--- src/rtl/scsi_regif_pkg.sv ---
package scsi_regif_pkg;
  // Slot indices: count bytes are least significant first
  localparam logic [3:0] RI_CNT0     = 4'd0;
  localparam logic [3:0] RI_CNT1     = 4'd1;
  localparam logic [3:0] RI_CNT2     = 4'd2;
  localparam logic [3:0] RI_DATA     = 4'd3;
  localparam logic [3:0] RI_CMD      = 4'd4;
  localparam logic [3:0] RI_STAT_TGT = 4'd5;
  localparam logic [3:0] RI_INTR     = 4'd6;
  localparam logic [3:0] RI_STEP     = 4'd7;
  localparam logic [3:0] RI_FLAGS    = 4'd8;
  localparam logic [3:0] RI_CFG1     = 4'd9;

  // Command codes (bit 7 of the command byte is the DMA reload flag)
  localparam logic [6:0] OP_NOP      = 7'h00;
  localparam logic [6:0] OP_FLUSH    = 7'h01;
  localparam logic [6:0] OP_CHIPRST  = 7'h02;
  localparam logic [6:0] OP_BUSRST   = 7'h03;
  localparam logic [6:0] OP_XFER     = 7'h10;
  localparam logic [6:0] OP_FINISH   = 7'h11;
  localparam logic [6:0] OP_MSGOK    = 7'h12;
  localparam logic [6:0] OP_SEL      = 7'h41;
  localparam logic [6:0] OP_SELATN   = 7'h42;
  localparam logic [6:0] OP_SELSTOP  = 7'h43;
  localparam logic [6:0] OP_ENSEL    = 7'h44;
  localparam logic [6:0] OP_DISSEL   = 7'h45;

  localparam int CFG1_NOREPT_BIT  = 6;
  localparam int INTR_BUSRST_BIT  = 7;
  localparam int INTR_DISC_BIT    = 5;
  localparam int STAT_IP_BIT      = 7;
  localparam int STAT_TC_BIT      = 4;
  localparam logic [7:0] CFG1_RESET = 8'h07;

  typedef struct packed {
    logic reload;
    logic flush;
    logic soft_rst;
    logic bus_rst;
    logic msg_ok;
    logic en_sel;
    logic dis_sel;
    logic handoff;
  } cmd_act_t;
endpackage

--- src/rtl/scsi_regif_cmd_dec.sv ---
module scsi_regif_cmd_dec
  import scsi_regif_pkg::*;
(
  input  logic       valid,
  input  logic [7:0] cmd,
  output cmd_act_t   act
);
  always_comb begin
    act = '0;
    if (valid) begin
      act.reload = cmd[7];
      case (cmd[6:0])
        OP_FLUSH:   act.flush    = 1'b1;
        OP_CHIPRST: act.soft_rst = 1'b1;
        OP_BUSRST:  act.bus_rst  = 1'b1;
        OP_MSGOK:   act.msg_ok   = 1'b1;
        OP_ENSEL:   act.en_sel   = 1'b1;
        OP_DISSEL:  act.dis_sel  = 1'b1;
        OP_XFER, OP_FINISH, OP_SEL, OP_SELATN, OP_SELSTOP:
                    act.handoff  = 1'b1;
        default:    ;
      endcase
    end
  end
endmodule

--- src/rtl/scsi_regif_count.sv ---
module scsi_regif_count #(
  parameter int CNT_W = 24,
  parameter logic [CNT_W-1:0] EMPTY_LOAD = CNT_W'(32'h0001_0000),
  localparam int NB = CNT_W / 8
) (
  input  logic             clk,
  input  logic             rst_n,
  input  logic             clr,
  input  logic [NB-1:0]    byte_we,
  input  logic [7:0]       wdata,
  input  logic             reload,
  output logic [CNT_W-1:0] live,
  output logic [CNT_W-1:0] start,
  output logic             hi_written
);
  logic [CNT_W-1:0] start_q, start_d, live_q, live_d;
  logic             hiw_q, hiw_d;

  for (genvar b = 0; b < NB; b++) begin : g_byte
    assign start_d[b*8 +: 8] = clr        ? 8'h00 :
                               byte_we[b] ? wdata : start_q[b*8 +: 8];
  end

  always_comb begin
    live_d = live_q;
    hiw_d  = hiw_q | byte_we[NB-1];
    if (reload) live_d = (start_q == '0) ? EMPTY_LOAD : start_q;
    if (clr) begin
      live_d = '0;
      hiw_d  = 1'b0;
    end
  end

  always_ff @(posedge clk or negedge rst_n) begin
    if (!rst_n) begin
      start_q <= '0;
      live_q  <= '0;
      hiw_q   <= 1'b0;
    end else begin
      start_q <= start_d;
      live_q  <= live_d;
      hiw_q   <= hiw_d;
    end
  end

  assign live       = live_q;
  assign start      = start_q;
  assign hi_written = hiw_q;
endmodule

--- src/rtl/scsi_regif_fifo.sv ---
module scsi_regif_fifo #(
  parameter int DEPTH = 16,
  parameter int W     = 8,
  localparam int PTR_W = $clog2(DEPTH),
  localparam int CNT_W = $clog2(DEPTH + 1)
) (
  input  logic             clk,
  input  logic             rst_n,
  input  logic             clr,
  input  logic             push,
  input  logic [W-1:0]     din,
  input  logic             pop,
  output logic [W-1:0]     head,
  output logic [CNT_W-1:0] used
);
  logic [W-1:0]     mem [DEPTH];
  logic [PTR_W-1:0] rp_q, rp_d, wp_q, wp_d;
  logic [CNT_W-1:0] cnt_q, cnt_d;
  logic             do_push, do_pop;

  function automatic logic [PTR_W-1:0] step_ptr(input logic [PTR_W-1:0] p);
    return (p == PTR_W'(DEPTH - 1)) ? '0 : p + 1'b1;
  endfunction

  assign do_push = push && (cnt_q != CNT_W'(DEPTH)) && !clr;
  assign do_pop  = pop && (cnt_q != '0) && !clr;

  always_comb begin
    rp_d  = do_pop  ? step_ptr(rp_q) : rp_q;
    wp_d  = do_push ? step_ptr(wp_q) : wp_q;
    cnt_d = cnt_q + CNT_W'(do_push) - CNT_W'(do_pop);
    if (clr) begin
      rp_d  = '0;
      wp_d  = '0;
      cnt_d = '0;
    end
  end

  always_ff @(posedge clk or negedge rst_n) begin
    if (!rst_n) begin
      rp_q  <= '0;
      wp_q  <= '0;
      cnt_q <= '0;
    end else begin
      rp_q  <= rp_d;
      wp_q  <= wp_d;
      cnt_q <= cnt_d;
    end
  end

  always_ff @(posedge clk) begin
    if (do_push) mem[wp_q] <= din;
  end

  assign head = (cnt_q != '0) ? mem[rp_q] : '0;
  assign used = cnt_q;
endmodule

--- src/rtl/scsi_regif.sv ---
module scsi_regif
  import scsi_regif_pkg::*;
#(
  parameter int FIFO_DEPTH = 16,
  parameter int CNT_W      = 24,
  parameter int TGT_W      = 3,
  parameter int STEP_W     = 3,
  parameter logic [7:0] CHIP_ID = 8'hA2,
  parameter logic [CNT_W-1:0] EMPTY_LOAD = CNT_W'(32'h0001_0000)
) (
  input  logic              clk,
  input  logic              rst_n,
  input  logic              wr_en,
  input  logic              rd_en,
  input  logic [3:0]        reg_idx,
  input  logic [7:0]        wdata,
  output logic [7:0]        rdata,
  output logic              irq,
  output logic              seq_go,
  output logic [7:0]        seq_op,
  output logic [TGT_W-1:0]  sel_target,
  input  logic              seq_step_we,
  input  logic [STEP_W-1:0] seq_step,
  input  logic              seq_tc_set
);
  localparam int NB     = CNT_W / 8;
  localparam int FCNT_W = $clog2(FIFO_DEPTH + 1);

  cmd_act_t          act;
  logic [NB-1:0]     cnt_we;
  logic [CNT_W-1:0]  cnt_live, cnt_start;
  logic              hiw;
  logic [7:0]        fifo_head;
  logic [FCNT_W-1:0] fifo_used;
  logic              wr_cmd, rd_intr;

  logic [7:0]        intr_q, intr_d, cfg_q, cfg_d, cmd_q, cmd_d, stat;
  logic              ip_q, ip_d, tc_q, tc_d, go_q, go_d;
  logic [STEP_W-1:0] step_q, step_d;
  logic [TGT_W-1:0]  tgt_q, tgt_d;

  assign wr_cmd  = wr_en && (reg_idx == RI_CMD);
  assign rd_intr = rd_en && (reg_idx == RI_INTR);

  for (genvar b = 0; b < NB; b++) begin : g_cnt_we
    assign cnt_we[b] = wr_en && (int'(reg_idx) == b);
  end

  scsi_regif_cmd_dec u_dec (
    .valid (wr_cmd),
    .cmd   (wdata),
    .act   (act)
  );

  scsi_regif_count #(.CNT_W(CNT_W), .EMPTY_LOAD(EMPTY_LOAD)) u_count (
    .clk        (clk),
    .rst_n      (rst_n),
    .clr        (act.soft_rst),
    .byte_we    (cnt_we),
    .wdata      (wdata),
    .reload     (act.reload),
    .live       (cnt_live),
    .start      (cnt_start),
    .hi_written (hiw)
  );

  scsi_regif_fifo #(.DEPTH(FIFO_DEPTH), .W(8)) u_fifo (
    .clk   (clk),
    .rst_n (rst_n),
    .clr   (act.soft_rst || act.flush),
    .push  (wr_en && (reg_idx == RI_DATA)),
    .din   (wdata),
    .pop   (rd_en && (reg_idx == RI_DATA)),
    .head  (fifo_head),
    .used  (fifo_used)
  );

  // Next-state for the control and status registers
  always_comb begin
    intr_d = intr_q;
    ip_d   = ip_q;
    tc_d   = tc_q;
    step_d = step_q;
    cfg_d  = cfg_q;
    cmd_d  = cmd_q;
    tgt_d  = tgt_q;
    go_d   = act.handoff;
    if (wr_cmd) cmd_d = wdata;
    if (wr_en && (reg_idx == RI_CFG1)) cfg_d = wdata;
    if (wr_en && (reg_idx == RI_STAT_TGT)) tgt_d = wdata[TGT_W-1:0];
    if (cnt_we != '0) tc_d = 1'b0;
    if (rd_intr) begin
      intr_d = '0;
      tc_d   = 1'b0;
      ip_d   = 1'b0;
    end
    if (act.bus_rst && !cfg_q[CFG1_NOREPT_BIT]) begin
      intr_d[INTR_BUSRST_BIT] = 1'b1;
      ip_d = 1'b1;
    end
    if (act.msg_ok) begin
      intr_d[INTR_DISC_BIT] = 1'b1;
      step_d = '0;
      ip_d   = 1'b1;
    end
    if (act.en_sel) intr_d = '0;
    if (act.dis_sel) begin
      intr_d = '0;
      ip_d   = 1'b1;
    end
    if (seq_step_we) step_d = seq_step;
    if (seq_tc_set)  tc_d   = 1'b1;
    if (act.soft_rst) begin
      intr_d = '0;
      ip_d   = 1'b0;
      tc_d   = 1'b0;
      step_d = '0;
      cfg_d  = CFG1_RESET;
      cmd_d  = '0;
      tgt_d  = '0;
      go_d   = 1'b0;
    end
  end

  always_ff @(posedge clk or negedge rst_n) begin
    if (!rst_n) begin
      intr_q <= '0;
      ip_q   <= 1'b0;
      tc_q   <= 1'b0;
      step_q <= '0;
      cfg_q  <= CFG1_RESET;
      cmd_q  <= '0;
      tgt_q  <= '0;
      go_q   <= 1'b0;
    end else begin
      intr_q <= intr_d;
      ip_q   <= ip_d;
      tc_q   <= tc_d;
      step_q <= step_d;
      cfg_q  <= cfg_d;
      cmd_q  <= cmd_d;
      tgt_q  <= tgt_d;
      go_q   <= go_d;
    end
  end

  // Read-side image, combinational from the index
  always_comb begin
    stat = '0;
    stat[STAT_IP_BIT] = ip_q;
    stat[STAT_TC_BIT] = tc_q;
    rdata = '0;
    if (int'(reg_idx) < NB) begin
      if ((int'(reg_idx) == NB - 1) && !hiw) rdata = CHIP_ID;
      else rdata = cnt_live[reg_idx*8 +: 8];
    end else begin
      case (reg_idx)
        RI_DATA:     rdata = fifo_head;
        RI_CMD:      rdata = cmd_q;
        RI_STAT_TGT: rdata = stat;
        RI_INTR:     rdata = intr_q;
        RI_STEP:     rdata = 8'(step_q);
        RI_FLAGS:    rdata = 8'(fifo_used);
        RI_CFG1:     rdata = cfg_q;
        default:     rdata = '0;
      endcase
    end
  end

  assign irq        = ip_q;
  assign seq_go     = go_q;
  assign seq_op     = cmd_q;
  assign sel_target = tgt_q;
endmodule

--- config.mk ---
export PLATFORM = sky130hd
export DESIGN_NAME = scsi_regif
export DESIGN_NICKNAME = d
export VERILOG_FILES = /design/src/rtl/scsi_regif_pkg.sv /design/src/rtl/scsi_regif_cmd_dec.sv /design/src/rtl/scsi_regif_count.sv /design/src/rtl/scsi_regif_fifo.sv /design/src/rtl/scsi_regif.sv
export SDC_FILE = /design/constraint.sdc
export NUM_CORES = 1
export LEC_CHECK = 0
export BUFFER_PORTS_ARGS = -buffer_cell sky130_fd_sc_hd__buf_4
export CAP_MARGIN = 20
export CORE_ASPECT_RATIO = 2
export CORE_UTILIZATION = 40
export CTS_BUF_LIST = sky130_fd_sc_hd__clkbuf_8
export DETAILED_ROUTE_END_ITERATION = 8
export SYNTH_ARGS = -nofsm -noshare
export SYNTH_HDL_FRONTEND = slang
export SYNTH_SLANG_ARGS = --single-unit
--- constraint.sdc ---
create_clock -name clk -period 2.7 [get_ports clk]
set_input_delay 0.405 -clock clk [delete_from_list [all_inputs] [get_ports clk]]
set_output_delay 0.405 -clock clk [all_outputs]
set_load 0.02 [all_outputs]
==> results.py <==
metrics = {
    "timing": {
        "setup_tns_ns": -1.20,
        "finalCritPeriodShare_pct": 110,
        "setup_viol": 9,
        "fmax_mhz": 337,
        "max_slew_margin_pct": 57.4,
        "rsz0062_at_grt": "yes",
        "finalCriticalPeriod_ns": 2.96,
        "worst_pin_slew_ns": 0.638,
        "skew_ns": 0.00949,
        "hold_violations": 0,
        "slew_viol_final": 0,
        "setup_slack_ns": -0.264,
    },
    "yosys": {
        "ys.flop_type": "edfxtp_1",
        "synth_top_cell_area_share_pct": 40.7,
        "netlist_instances": 657,
        "yosys_warnings": 0,
        "yosys.area.top_type": "edfxtp_1",
        "synth_area_leaders": "edfxtp_1 (41%), dfrtp_1 (23%), mux4_2 (6.7%), mux2i_1 (4.1%), a22o_1 (3.0%)",
        "ys_seq_elements": 217,
        "synth-edff-count": 128,
        "syn_nets": 690,
        "synthArstFlopShare_pct": 41.0,
        "syn_avg_cell_area_sq_um": 14.4,
        "synth.distinct_cells": 70,
        "seq_area_frac_synth_pct": 64.3,
        "netlist_area_sq_um": 9450,
    },
    "power": {
        "power.density_nw_per_um2": 844,
        "ir_drop_mv": 0.502,
        "p_leak_nw": 4.41,
    },
    "placed_design": {
        "placed_area_sq_um": 10300,
        "hpwl_microns": 17800,
        "dp_slack_ns": -0.0145,
        "gp_routability_congestion": 0.901,
        "port_buffers": 41,
    },
    "detailed_routing": {
        "routed_wl_microns": 25100,
        "ant_nets": 0,
        "viasPerCell": 5.65,
        "wl_per_cell_microns": 23.6,
        "dr.pass1.iters": 5,
        "drc": 0,
        "via_count": 5994,
        "drtIter0Drc": 357,
    },
    "die": {
        "start_util_pct": 40.7,
        "die_y_microns": 219,
        "coreArea_sq_um": 23200,
        "fp.dieArea_sq_um": 24300,
        "dieWidth_microns": 111,
        "ios": 42,
        "num_rows": 79,
    },
    "final_layout": {
        "syn_to_final_growth_pct": 20.4,
        "stdcell_area_sq_um": 11400,
        "antenna_cells": 0,
        "regArea_sq_um": 6080,
        "fillCellCount": 1996,
        "drive_gt1_share_pct": 30.5,
        "nets": 787,
        "multiInputGateArea_sq_um": 3320,
    },
    "clocking": {
        "clock_path_buffers": 3,
        "numCtsBuffers": 29,
        "path_clk_slew_ns": 0.08,
        "cts_sinks": 217,
        "cts-root-buf": "clkbuf_8",
        "clock_latency_ns": 0.57,
        "cts_tree": "done",
        "htree_num_levels": 1,
    },
    "worst_hold_path": {
        "hold-path-cell-count": 3,
        "holdCritPathClass": "input port to register",
    },
    "setup_path": {
        "start_kind": "register",
        "worst_path_max_delay_cell": "or4_4",
        "rr_worst_depth": 17,
        "required_ns": 2.30,
        "crit_type": "register to primary output",
        "critPathArrivalTime_ns": 2.56,
        "max_stage_delay_ns": 0.49,
        "cp-end-kind": "primary output",
        "path_cells": "inv_2 -> ha_4 -> inv_2 -> o41a_1 -> buf_6 -> nand4_1 -> a21oi_1 -> or4_4 -> buf_6",
        "cp_max_fo": 5,
    },
    "global_route": {
        "grt_antenna_before_repair": 0,
        "grt_pass1_wl_microns": 38000,
        "grt_pass1_vias": 6400,
        "grt_usage_pct": 21.0,
        "grt_max_degree": 47,
        "globalRouteOverflowTotal": 0,
    },
    "run": {
        "cap_violations": 0,
    },
    "outcome": {
        "status": "finished, violations left",
        "violations": "setup timing",
    },
}
-- path summary, 6_finish.rpt --
kind                                   from           endpoint  slack (ns)
max reg2reg                  u_fifo.used[3]     u_fifo.used[4]       -0.02
max in group asynchronous             rst_n  u_count.start[19]        1.62
min reg2reg                u_count.live[16]   u_count.live[16]        0.48
min in group asynchronous             rst_n      sel_target[0]        0.38
max                          u_fifo.used[3]           rdata[7]       -0.26
min                              seq_tc_set               tc_q        0.06
-- sequential cells by signal, indices dropped and copies added, names as in the netlist, 4 cells and up --
| name | cells |
|---|---|
| u_fifo.rp_q | 4 |
| u_count.live | 24 |
| seq_op | 8 |
| u_fifo.used | 5 |
| u_count.start | 24 |
| cfg_q | 8 |
| u_fifo.wp_q | 4 |
| u_fifo.mem | 128 |
-- per-stage QoR --
step,hold slack (ns),total power [mW],util [%],std cells
final,0.0577,9.60,49.0,1060
after global routing,0.0491,10.0,49.0,1060
after CTS,0.0375,9.46,48.2,1054
after detailed placement,0.452,6.30,44.5,990
after floorplan,0.109,5.41,-,657
after global placement,0.453,6.24,44.5,990
-- per-layer routing --
metal	vias to the layer above	wire length [microns]	track usage, %
li1	2710	-	-
met1	3028	8950	22.8
met2	192	13700	39.2
met3	64	973	2.40
met4	0	1420	12.1
met5	-	0	0
-- repair_timing --
action / in CTS / in global routing
endpoints found under the setup margin: 9 / 10
gates resized for setup: 20 / 29
cloned: 0 / 0
pin swaps: 6 / 7
hold endpoints to repair: 40 / 0
hold buffers: 1 / 0
setup buffers: 9 / 6
-- cells in the mapped netlist, drive strengths merged (8+ instances only) --
master / number
a22o: 32
nor2: 39
a22oi: 12
a21oi: 16
ha: 11
nand3: 13
nand2b: 8
mux2i: 39
and2: 18
buf: 23
dfrtp: 86
mux4: 28
mux2: 13
inv: 17
nor4: 11
clkbuf: 12
nand2: 53
o21ai: 16
edfxtp: 128
-- cell type report --
class                   instances  share of cell area (%)
multi-input cells             387                    29.2
clock inverters                22                    2.50
repair buffers                101                    7.33
clock buffers                  32                    3.87
inverters                      18                   0.616
well taps                     283                    3.11
flip-flops and latches        217                    53.4
-- worst max-delay path: cells and delay by family, from the launching register on --
family                   cells  cell delay, ns
AND/OR/NAND/NOR              2            0.60
AO/OA/AOI/OAI                2            0.43
buffers and inverters        4            0.41
flip-flops                   1            0.40
adder cells (fa/ha/maj)      1            0.14
-- power breakdown --
| group | leakage, nW | internal [mW] | switching, mW |
|---|---|---|---|
| Clock | 0.377 | 1.77 | 1.25 |
| Sequential | 2.27 | 3.84 | 0.304 |
| Combinational | 1.77 | 1.24 | 1.20 |
-- kinds of logic (layout without fill, tap and decap cells) --
logic type / after synthesis / count (layout) / synth area share, %
flops: 217 / 217 / 64.3
simple gates: 176 / 176 / 10.0
compound gates: 113 / 113 / 8.72
mux: 80 / 80 / 12.3
buf+inv: 53 / 173 / 2.42
fa+ha+maj: 12 / 12 / 1.67
xor+xnor: 6 / 6 / 0.556
-- cells in the final DEF (no fill, tap or decap), types with 7 or more instances in the layout --
| cell type | Yosys | layout |
|---|---|---|
| mux2i_1 | 39 | 32 |
| ha_1 | 11 | 8 |
| buf_4 | 2 | 92 |
| bufinv_16 | 0 | 7 |
| edfxtp_1 | 128 | 128 |
| mux4_2 | 28 | 28 |
| nand2_1 | 52 | 50 |
| inv_1 | 17 | 14 |
| and2_1 | 18 | 18 |
| clkbuf_8 | 0 | 32 |
| mux2_2 | 13 | 13 |
| a22o_1 | 32 | 32 |
| nand3_1 | 13 | 13 |
| o21ai_0 | 14 | 12 |
| a22oi_1 | 12 | 11 |
| nor2_1 | 39 | 38 |
| nand2b_1 | 8 | 8 |
| a21oi_1 | 16 | 14 |
| nor4_1 | 8 | 8 |
| dfrtp_1 | 86 | 84 |
Note: power is estimated with default switching activity, not from simulation.
